## src/rtl/crc_fifo_pkg.sv

```systemverilog
package crc_fifo_pkg;
  localparam int unsigned CRC_W        = 16;
  localparam int unsigned LEN_W        = $clog2(CRC_W);
  localparam int unsigned DEPTH_LONG   = 8;
  localparam int unsigned DEPTH_SHORT  = 16;
  localparam int unsigned LONG_THRESH  = 7;
  localparam int unsigned CNT_W        = $clog2(DEPTH_SHORT + 1);

  function automatic logic [CRC_W-1:0] len_mask(input logic [LEN_W-1:0] len);
    logic [CRC_W-1:0] m;
    for (int i = 0; i < CRC_W; i++) m[i] = (i <= int'(len));
    return m;
  endfunction
endpackage

```

## src/rtl/crc_word_fifo.sv

```systemverilog
module crc_word_fifo
  import crc_fifo_pkg::*;
#(
  parameter int unsigned W       = CRC_W,
  parameter int unsigned N_SHORT = DEPTH_SHORT,
  parameter int unsigned N_LONG  = DEPTH_LONG,
  parameter int unsigned THRESH  = LONG_THRESH,
  parameter int unsigned LW      = LEN_W,
  parameter int unsigned CW      = CNT_W
) (
  input  logic          clk_i,
  input  logic          rst_ni,
  input  logic          en_i,
  input  logic [LW-1:0] len_i,
  input  logic          push_i,
  input  logic [W-1:0]  data_i,
  input  logic          pop_i,
  output logic [W-1:0]  head_o,
  output logic [CW-1:0] count_o,
  output logic          full_o,
  output logic          empty_o,
  output logic          wrap_o
);
  localparam int unsigned PTR_W = $clog2(N_SHORT);

  logic [W-1:0]     mem_q [N_SHORT];
  logic [PTR_W-1:0] rd_q, wr_q;
  logic [CW-1:0]    count_q, depth, last_idx;
  logic             push_ok, pop_ok;

  assign depth    = (int'(len_i) > int'(THRESH)) ? CW'(N_LONG) : CW'(N_SHORT);
  assign last_idx = depth - 1'b1;
  assign full_o   = (count_q == depth);
  assign empty_o  = (count_q == '0);
  assign wrap_o   = en_i & push_i & full_o;
  assign push_ok  = en_i & push_i & ~full_o;
  assign pop_ok   = en_i & pop_i & ~wrap_o & ~empty_o;
  assign head_o   = mem_q[rd_q];
  assign count_o  = count_q;

  function automatic logic [PTR_W-1:0] bump(input logic [PTR_W-1:0] p,
                                            input logic [CW-1:0] lim);
    return (CW'(p) == lim) ? '0 : p + 1'b1;
  endfunction

  always_ff @(posedge clk_i) begin
    if (push_ok) mem_q[wr_q] <= data_i;
  end

  always_ff @(posedge clk_i or negedge rst_ni) begin
    if (!rst_ni) begin
      rd_q    <= '0;
      wr_q    <= '0;
      count_q <= '0;
    end else if (wrap_o) begin
      rd_q    <= '0;
      wr_q    <= '0;
      count_q <= '0;
    end else begin
      if (push_ok) wr_q <= bump(wr_q, last_idx);
      if (pop_ok)  rd_q <= bump(rd_q, last_idx);
      case ({push_ok, pop_ok})
        2'b10:   count_q <= count_q + 1'b1;
        2'b01:   count_q <= count_q - 1'b1;
        default: count_q <= count_q;
      endcase
    end
  end

  assert_wrap_empty_R5: assert property (@(posedge clk_i) disable iff (!rst_ni)
    wrap_o |=> (count_o == '0) && empty_o);

  assert_push_nonempty_R4: assert property (@(posedge clk_i) disable iff (!rst_ni)
    (push_ok && !pop_ok) |=> !empty_o);
endmodule

```

## src/rtl/crc_lfsr_core.sv

```systemverilog
module crc_lfsr_core
  import crc_fifo_pkg::*;
#(
  parameter int unsigned W  = CRC_W,
  parameter int unsigned LW = LEN_W
) (
  input  logic          clk_i,
  input  logic          rst_ni,
  input  logic          step_i,
  input  logic          bit_i,
  input  logic          seed_wr_i,
  input  logic [W-1:0]  seed_i,
  input  logic [LW-1:0] len_i,
  input  logic [W-1:0]  taps_i,
  output logic [W-1:0]  crc_o
);
  logic [W-1:0] crc_q, nxt, mask;
  logic         fb;

  assign mask = len_mask(len_i);
  assign fb   = bit_i ^ crc_q[len_i];

  for (genvar g = 0; g < W; g++) begin : g_stage
    if (g == 0) begin : g_lsb
      assign nxt[g] = taps_i[g] & fb;
    end else begin : g_up
      assign nxt[g] = crc_q[g-1] ^ (taps_i[g] & fb);
    end
  end

  always_ff @(posedge clk_i or negedge rst_ni) begin
    if (!rst_ni)        crc_q <= '0;
    else if (seed_wr_i) crc_q <= seed_i & mask;
    else if (step_i)    crc_q <= nxt & mask;
  end

  assign crc_o = crc_q;

  assert_seed_load_R8: assert property (@(posedge clk_i) disable iff (!rst_ni)
    seed_wr_i |=> crc_q == ($past(seed_i) & len_mask($past(len_i))));
endmodule

```

## src/rtl/crc_fifo_engine.sv

```systemverilog
module crc_fifo_engine
  import crc_fifo_pkg::*;
#(
  parameter int unsigned W  = CRC_W,
  parameter int unsigned LW = LEN_W,
  parameter int unsigned CW = CNT_W
) (
  input  logic          clk_i,
  input  logic          rst_ni,
  input  logic          suspend_i,
  input  logic [LW-1:0] len_i,
  input  logic [W-1:0]  taps_i,
  input  logic          go_i,
  input  logic          wr_en_i,
  input  logic [W-1:0]  wr_data_i,
  input  logic          seed_wr_i,
  input  logic [W-1:0]  seed_i,
  output logic [W-1:0]  crc_o,
  output logic [CW-1:0] count_o,
  output logic          full_o,
  output logic          empty_o,
  output logic          irq_o
);
  logic [W-1:0]  head;
  logic [LW-1:0] bit_cnt_q;
  logic          wrap, step, last_bit, pop, irq_q, run;

  assign run      = ~suspend_i;
  assign step     = go_i & ~empty_o & run & ~wrap & ~seed_wr_i;
  assign last_bit = (bit_cnt_q == len_i);
  assign pop      = step & last_bit;

  crc_word_fifo #(.W(W), .LW(LW), .CW(CW)) u_fifo (
    .clk_i   (clk_i),
    .rst_ni  (rst_ni),
    .en_i    (run),
    .len_i   (len_i),
    .push_i  (wr_en_i),
    .data_i  (wr_data_i),
    .pop_i   (pop),
    .head_o  (head),
    .count_o (count_o),
    .full_o  (full_o),
    .empty_o (empty_o),
    .wrap_o  (wrap)
  );

  crc_lfsr_core #(.W(W), .LW(LW)) u_lfsr (
    .clk_i     (clk_i),
    .rst_ni    (rst_ni),
    .step_i    (step),
    .bit_i     (head[len_i - bit_cnt_q]),
    .seed_wr_i (seed_wr_i & run),
    .seed_i    (seed_i),
    .len_i     (len_i),
    .taps_i    (taps_i),
    .crc_o     (crc_o)
  );

  always_ff @(posedge clk_i or negedge rst_ni) begin
    if (!rst_ni) begin
      bit_cnt_q <= '0;
      irq_q     <= 1'b0;
    end else begin
      irq_q <= pop & ~wr_en_i & (count_o == CW'(1));
      if (run) begin
        if (wrap || pop) bit_cnt_q <= '0;
        else if (step)   bit_cnt_q <= bit_cnt_q + 1'b1;
      end
    end
  end

  assign irq_o = irq_q;

  assert_idle_hold_R1: assert property (@(posedge clk_i) disable iff (!rst_ni)
    (!go_i && !seed_wr_i) |=> $stable(crc_o));

  assert_suspend_freeze_R9: assert property (@(posedge clk_i) disable iff (!rst_ni)
    suspend_i |=> $stable(crc_o) && $stable(count_o));

  assert_flags_exclusive_R3: assert property (@(posedge clk_i) disable iff (!rst_ni)
    !(full_o && empty_o));

  assert_irq_source_R6: assert property (@(posedge clk_i) disable iff (!rst_ni)
    irq_o |-> (count_o == '0) && ($past(count_o) == CW'(1)));
endmodule

```

## config.mk

```make
export PLATFORM = sky130hd
export DESIGN_NAME = crc_fifo_engine
export DESIGN_NICKNAME = d
export VERILOG_FILES = /design/src/rtl/crc_fifo_pkg.sv /design/src/rtl/crc_word_fifo.sv /design/src/rtl/crc_lfsr_core.sv /design/src/rtl/crc_fifo_engine.sv
export SDC_FILE = /design/constraint.sdc
export NUM_CORES = 1
export LEC_CHECK = 0
export CORE_MARGIN = 4
export CORE_UTILIZATION = 25
export DETAILED_ROUTE_END_ITERATION = 8
export SLEW_MARGIN = 20
export SYNTH_ARGS = -nofsm -noshare
export SYNTH_HDL_FRONTEND = slang
export SYNTH_SLANG_ARGS = --single-unit
export TNS_END_PERCENT = 1
```

## constraint.sdc

```tcl
create_clock -name clk_i -period 4.3 [get_ports clk_i]
set_clock_uncertainty 0.15 [all_clocks]
set_input_delay 0.43 -clock clk_i [delete_from_list [all_inputs] [get_ports clk_i]]
set_output_delay 0.43 -clock clk_i [all_outputs]
set_load 0.02 [all_outputs]
```

After elaboration in Yosys (flattened, before gate mapping). Memories as Yosys holds them, arrays and structs flattened. Cells that the tools add are included.

RAM bits: 256. Register bits after elaboration: 34. Word-level logic and storage cells: 120. Memories: 1. Bits of input ports: 58. Output and inout bits: 24.

Memories: u_fifo.mem_q (depth 16, width 16, read ports 1, clocked after Yosys merged registers in 0, write ports 1, line crc_word_fifo.sv:26) `logic [W-1:0] mem_q [N_SHORT];`.

Order comparisons: 18. $add $sub $neg: 7. Muxes and demuxes: 19. Bitwise operators: 54. Reductions and logical operators: 8. Equal/unequal tests: 7.

Operators by type and width (number): $and 16x16->16 (2); $le 4x4->1 const A (8); $mux 16 (2); $mux 4 (8); $and 1x1->1 (30); $le 3x4->1 const A (4); $xor 1x1->1 (16); $add 4x1->4 const B (3); $eq 4x5->1 (2); $lt 4x5->1 const B (2); $mux 5 (2); $pmux 5 s2 (1); $sub 5x1->5 const B (2); $bmux 1 s4 (2); $le 2x4->1 const A (2); $reduce_bool 2->1 (4); $not 1->1 (6); $add 5x1->5 const B (1); $eq 5x1->1 const B (1); $eq 5x5->1 (1); $logic_not 5->1 (1); $eq 4x4->1 (1); $gt 4x3->1 const B (1); $le 1x4->1 const A (1); other kinds (7) (10).

Longest topological paths before layout. Gate-level depths: netlist of the first run.

Depth in word-level cells: 14. Mapped depth: 15. Mapped depth without buffers: 13.

Cells and area by module. From an unflattened synthesis of the first run, not the netlist that was laid out.

Cell total of the unflattened synthesis: 864. Area, all modules: 12838.6 µm².

By module, submodules not included: crc_word_fifo (cells an instance 616, seq. area each 8012.7 µm², times used 1, area each 10850.4 µm²); crc_lfsr_core (cells an instance 194, seq. area each 400.4 µm², times used 1, area each 1447.6 µm²); crc_fifo_engine (cells an instance 54, seq. area each 125.1 µm², times used 1, area each 540.5 µm²).

Least setup slack after synthesis of the first run. No wires, ideal clock.

Kind: flip-flop to flip-flop. Start point: register u_fifo.count_q[0] (netlist: u_fifo.count_o[0]). End point: memory u_fifo.mem_q[11][0] in the netlist's numbering (enable). Data required time: 3.737 ns. Path slack: 0.685 ns. Buffers on the path: 0. Arrival time: 3.052 ns. Library setup time: 0.413 ns. Clock period less this slack: 3.615 ns. Stages on the path, launching flop included: 9. Cell sequence: dfrtp_1 > inv_1 > ha_1 > nor2b_1 > o21ai_0 > inv_1 > nor2_1 > nand2_1 > nor3b_1.

Cells in the longest elaborated chain, start to end: 5.

RTL lines: start, declared (line crc_word_fifo.sv:28) `logic [CW-1:0] count_q, depth, last_idx;`; start signal, assigned (line crc_word_fifo.sv:63) `2'b10: count_q <= count_q + 1'b1;`; start signal, assigned (line crc_word_fifo.sv:64) `2'b01: count_q <= count_q - 1'b1;`; start signal, assigned (line crc_word_fifo.sv:65) `default: count_q <= count_q;`; $eq 5x5->1 (line crc_word_fifo.sv:33) `assign full_o = (count_q == depth);`; via full_o (line crc_fifo_engine.sv:20) `output logic full_o,`; $not 1->1 (line crc_word_fifo.sv:36) `assign push_ok = en_i & push_i & ~full_o;`; $and 1x1->1 (line crc_word_fifo.sv:36); $mux 1 (line crc_word_fifo.sv:47) `if (push_ok) mem_q[wr_q] <= data_i;`; $mux 1 (not written as such) (line crc_word_fifo.sv:47); end, declared (line crc_word_fifo.sv:26).

The timed path passes the listed nets, and every way through them passes these cells.

Final worst setup path of the first run.
Start point: register u_fifo.rd_q[0]. End point: register u_lfsr.crc_q[8] (netlist: u_lfsr.crc_o[8]).

Cells in the longest elaborated chain, start to end: 9.

RTL lines: start, declared (line crc_word_fifo.sv:27) `logic [PTR_W-1:0] rd_q, wr_q;`; start signal, assigned (line crc_word_fifo.sv:61) `if (pop_ok) rd_q <= bump(rd_q, last_idx);`; $mem_v2 16x16; $bmux 1 s4 (line crc_fifo_engine.sv:52) `.bit_i (head[len_i - bit_cnt_q]),`; $mux 1 (not written as such) (line crc_fifo_engine.sv:52); $xor 1x1->1 (line crc_lfsr_core.sv:21) `assign fb = bit_i ^ crc_q[len_i];`; $and 1x1->1 (line crc_lfsr_core.sv:27) `assign nxt[g] = crc_q[g-1] ^ (taps_i[g] & fb);`; $xor 1x1->1 (line crc_lfsr_core.sv:27); $and 16x16->16 (line crc_lfsr_core.sv:34) `else if (step_i) crc_q <= nxt & mask;`; $mux 16 (line crc_lfsr_core.sv:34); $mux 16 (line crc_lfsr_core.sv:33) `else if (seed_wr_i) crc_q <= seed_i & mask;`; end signal, assigned (line crc_lfsr_core.sv:33); end signal, assigned (line crc_lfsr_core.sv:34); end, declared (line crc_lfsr_core.sv:17) `logic [W-1:0] crc_q, nxt, mask;`.

Every way passes these cells. The select of a mux whose other input is x is not followed. A chain may end at the register's enable or synchronous reset.

==> flow_summary_export.csv, run 1 <==
group,metric,value,unit
outcome,status,"finished, final reports clean",
critical_path,r2r_setup_slack,310,ps
synthesis,ys_types,62,
clocking,cts_tree,"done",
critical_path,cp_max_fo,27,
pwr,pwr-share-seq,41.3,%
timing,setup_ws,309,ps
synthesis,synth-edff-count,256,
clocking,holdBufCountCts,1,
place,place_area,14600,um2
place,gp_congestion,0.829,
timing,relSlewSlack,29.2,%
timing,max_freq,251,MHz
critical_path,r2r_end,"u_lfsr.crc_o[8]",
clocking,post-cts-setup-buffers,0,
place,hpwl,20.0,mm
layout,final_cells,1598,
routing,drtIter0Drc,822,
critical_path,critPathLaunchType,"register",
global_route,grt.busiest_layer,"met2",
synthesis,synthArstFlopShare,11.7,%
global_route,use_met2,18.8,%
routing,ant_nets,0,
min_path,min_to,"u_lfsr.crc_o[0]",
layout,finish.utilization,31.0,%
layout,layout-drive-gt1-share,19.8,%
timing,tns,0,ps
synthesis,yosysTopAreaCell,"edfxtp_1",
synthesis,netlist_area,12700,um2
timing,slew_viol_final,0,
synthesis,yosysSeqAreaShare,67.2,%
timing,period_share,92.8,%
pwr,comb_power_share,27.8,%
routing,drc,0,
pwr,clkPwrFrac,30.8,%
floorplanning,core.rowCount,82,
timing,period_needed,3990,ps
global_route,grt_max_degree,35,
routing,vias,7585,
pwr,p_sw,2.63,mW
critical_path,cp.required,4630,ps
synthesis,ys.flop_type,"edfxtp_1",
global_route,grt_pass1_wl,48.8,mm
global_route,met3_usage,2.23,%
routing,totalWireLength,32.5,mm
pwr,cellInternalPower,5.99,mW
floorplanning,die_w,233,um
flow_run,maxCapViolations,0,
place,pre_cts_slack,188,ps
floorplanning,die_h,233,um
timing,setup_violations,0,
critical_path,cp_data_arrival_time,4330,ps
clocking,root_buffer,"clkbuf_16",
synthesis,synthTopCellsByArea,"edfxtp_1 (60%), mux4_2 (12%), dfrtp_1 (6.7%), nor2_1 (1.7%), ha_1 (1.4%)",
place,io_buffers,81,
pwr,netSwitchingFraction,30.5,%
synthesis,syn_inst,788,
clocking,postCtsResizedCells,0,
global_route,grt.overflow.total,0,
global_route,track_usage,11.7,%
routing,wl_per_cell,20.3,um
place,dpl.cell_count,1541,
critical_path,setup.worst_path.end_class,"register",
min_path,whs_path_depth,3,
routing,vias_per_cell,4.75,
synthesis,synth_top_area_share,60.5,%
clocking,cts_buffer_depth,3,
timing,hold_viol_final,0,
pwr,powerDensity,554,nW/um2
critical_path,r2r_cells,9,
synthesis,ys_warn_count,0,
clocking,cts.sinks,290,
clocking,h-tree-depth,1,
floorplanning,start_util,25.3,%
timing,rsz0062_at_grt,"no",
pwr,p_total,8.62,mW
global_route,grt_pass1_vias,7635,
critical_path,crit_type,"reg2reg",
clocking,numCtsBuffers,30,
min_path,hold_class,"in2reg",
layout,fillers,4841,
pwr,peakVddDrop,0.369,mV
min_path,hold_start,"taps_i[0]",
pwr,p_leak,5.01,nW
layout,finalNetCount,975,
layout,final_area,15600,um2
synthesis,syn_nets,861,
critical_path,r2r_start,"u_fifo.rd_q[0]",
timing,whs,305,ps
clocking,clk_latency,580,ps
layout,syn_to_final_growth,22.5,%
synthesis,synth-seq-cells,290,
floorplanning,coreArea,50200,um2
clocking,cts.clk_slew.worst_paths,60,ps
timing,worst_pin_slew,1050,ps
synthesis,syn_avg_cell_area,16.1,um2
floorplanning,io_pins,82,
global_route,use_met1,16.5,%
global_route,antenna_found_initial,3,
routing,first_pass_iters,4,
floorplanning,design.die.area,54500,um2
[cells in the final DEF, fill, tap and decap left out, types with 6 or more instances in the layout]
master / Yosys / final
edfxtp_1: 256 / 256
mux4_2: 70 / 70
nor3_1: 12 / 8
clkdlybuf4s50_1: 0 / 80
o21ai_0: 19 / 18
mux2i_1: 13 / 13
buf_4: 6 / 39
nand2b_1: 10 / 10
inv_1: 23 / 23
nand3_1: 24 / 24
a21oi_1: 33 / 33
xnor2_1: 6 / 6
clkbuf_16: 0 / 30
or3_1: 6 / 6
nand4b_1: 11 / 11
a31oi_1: 12 / 12
xor2_1: 7 / 7
a22oi_1: 11 / 11
ha_1: 14 / 14
nor2_2: 0 / 11
nor2b_1: 7 / 7
dfrtp_1: 34 / 32
clkbuf_1: 19 / 11
nand2_1: 43 / 43
nor2_1: 57 / 46
[cell families after synthesis]
group	Yosys count	share of synthesized area (%)
flip-flops	290	67.2
AND/OR/NAND/NOR	200	8.17
AO/OA/AOI/OAI	117	5.89
multiplexers	87	13.8
buffers and inverters	66	2.55
adder cells (fa/ha/maj)	15	1.54
XOR/XNOR	13	0.896
[power by group through the flow]
stage | clock, mW | combinational, mW | sequential (mW)
after floorplan | 0 | 1.68 | 3.53
after global placement | 0 | 2.37 | 3.61
after detailed placement | 0 | 2.40 | 3.62
after CTS | 2.72 | 2.42 | 3.56
after global routing | 2.85 | 2.61 | 3.60
final | 2.66 | 2.40 | 3.56
[critical path: stages, from the launching register on]
cell and delay, ps:
dfrtp_4 830, mux4_2 590, a22oi_1 420, a21boi_1 150, nor4_1 320, o22ai_1 180, a21oi_4 280, xnor2_1 500
mux2_1 390, nand3_1 90
[cells in the mapped netlist, drive strengths merged, types with 3 or more instances]
library cell,number
and3,3
xnor2,6
nor3,12
dfrtp,34
o22ai,4
nor3b,6
xor2,7
edfxtp,256
o31ai,3
ha,14
a21boi,5
or4b,3
clkbuf,20
nand2b,10
a22oi,11
mux4,70
a211o,3
nor2b,7
and2,3
a21oi,34
nor4,3
nand4b,11
buf,23
o221ai,3
inv,23
nand3b,4
o21ai,24
nor2,57
nand3,24
a31oi,12
mux2,4
nand2,43
or3,6
mux2i,13
[how the worst max path moves through the flow]
stage / slack [ps] / endpoint / from / depth (start not counted)
after detailed placement: 190 / u_lfsr.crc_o[8] / len_i[0] / 13
final: 310 / u_lfsr.crc_o[8] / u_fifo.rd_q[0] / 9
after global routing: 50 / u_lfsr.crc_o[8] / u_fifo.rd_q[0] / 9
after CTS: 290 / u_lfsr.crc_o[8] / u_fifo.rd_q[0] / 10
after global placement: 270 / u_lfsr.crc_o[8] / len_i[0] / 12
after floorplan: 680 / u_fifo.mem_q[11][0] / u_fifo.count_o[0] / 8
[state kept, by name, indices dropped and copies added, names as in the netlist]
| signal | flops |
|---|---|
| u_fifo.mem_q | 256 |
| u_lfsr.crc_o | 16 |
| u_fifo.count_o | 5 |
| bit_cnt_q | 4 |
| u_fifo.rd_q | 4 |
| u_fifo.wr_q | 4 |
| irq_o | 1 |
[layout make-up]
cell class | count | area (um2) | share of cell area [%]
antenna | 1 | 2.50 | 0.0161
multi-input combinational | 432 | 3900 | 25.1
sequential | 290 | 8540 | 54.9
timing repair buffer | 125 | 1190 | 7.63
clock buffer | 41 | 792 | 5.09
tap | 672 | 841 | 5.40
clock inverter | 14 | 215 | 1.38
inverter | 23 | 86.3 | 0.554
[routing by layer]
metal / wire [um] / vias up
li1: - / 3350
met1: 14400 / 3937
met2: 15000 / 253
met3: 2300 / 41
met4: 731 / 4
met5: 27 / -
Note: power is estimated with default switching activity, not from simulation.
==> inputs of run 2 (changes only) <==
TNS_END_PERCENT = unset   (was 1)
==> results of run 2 <==
Same layout as run 1: the final DEF is identical, and so are final timing and power.
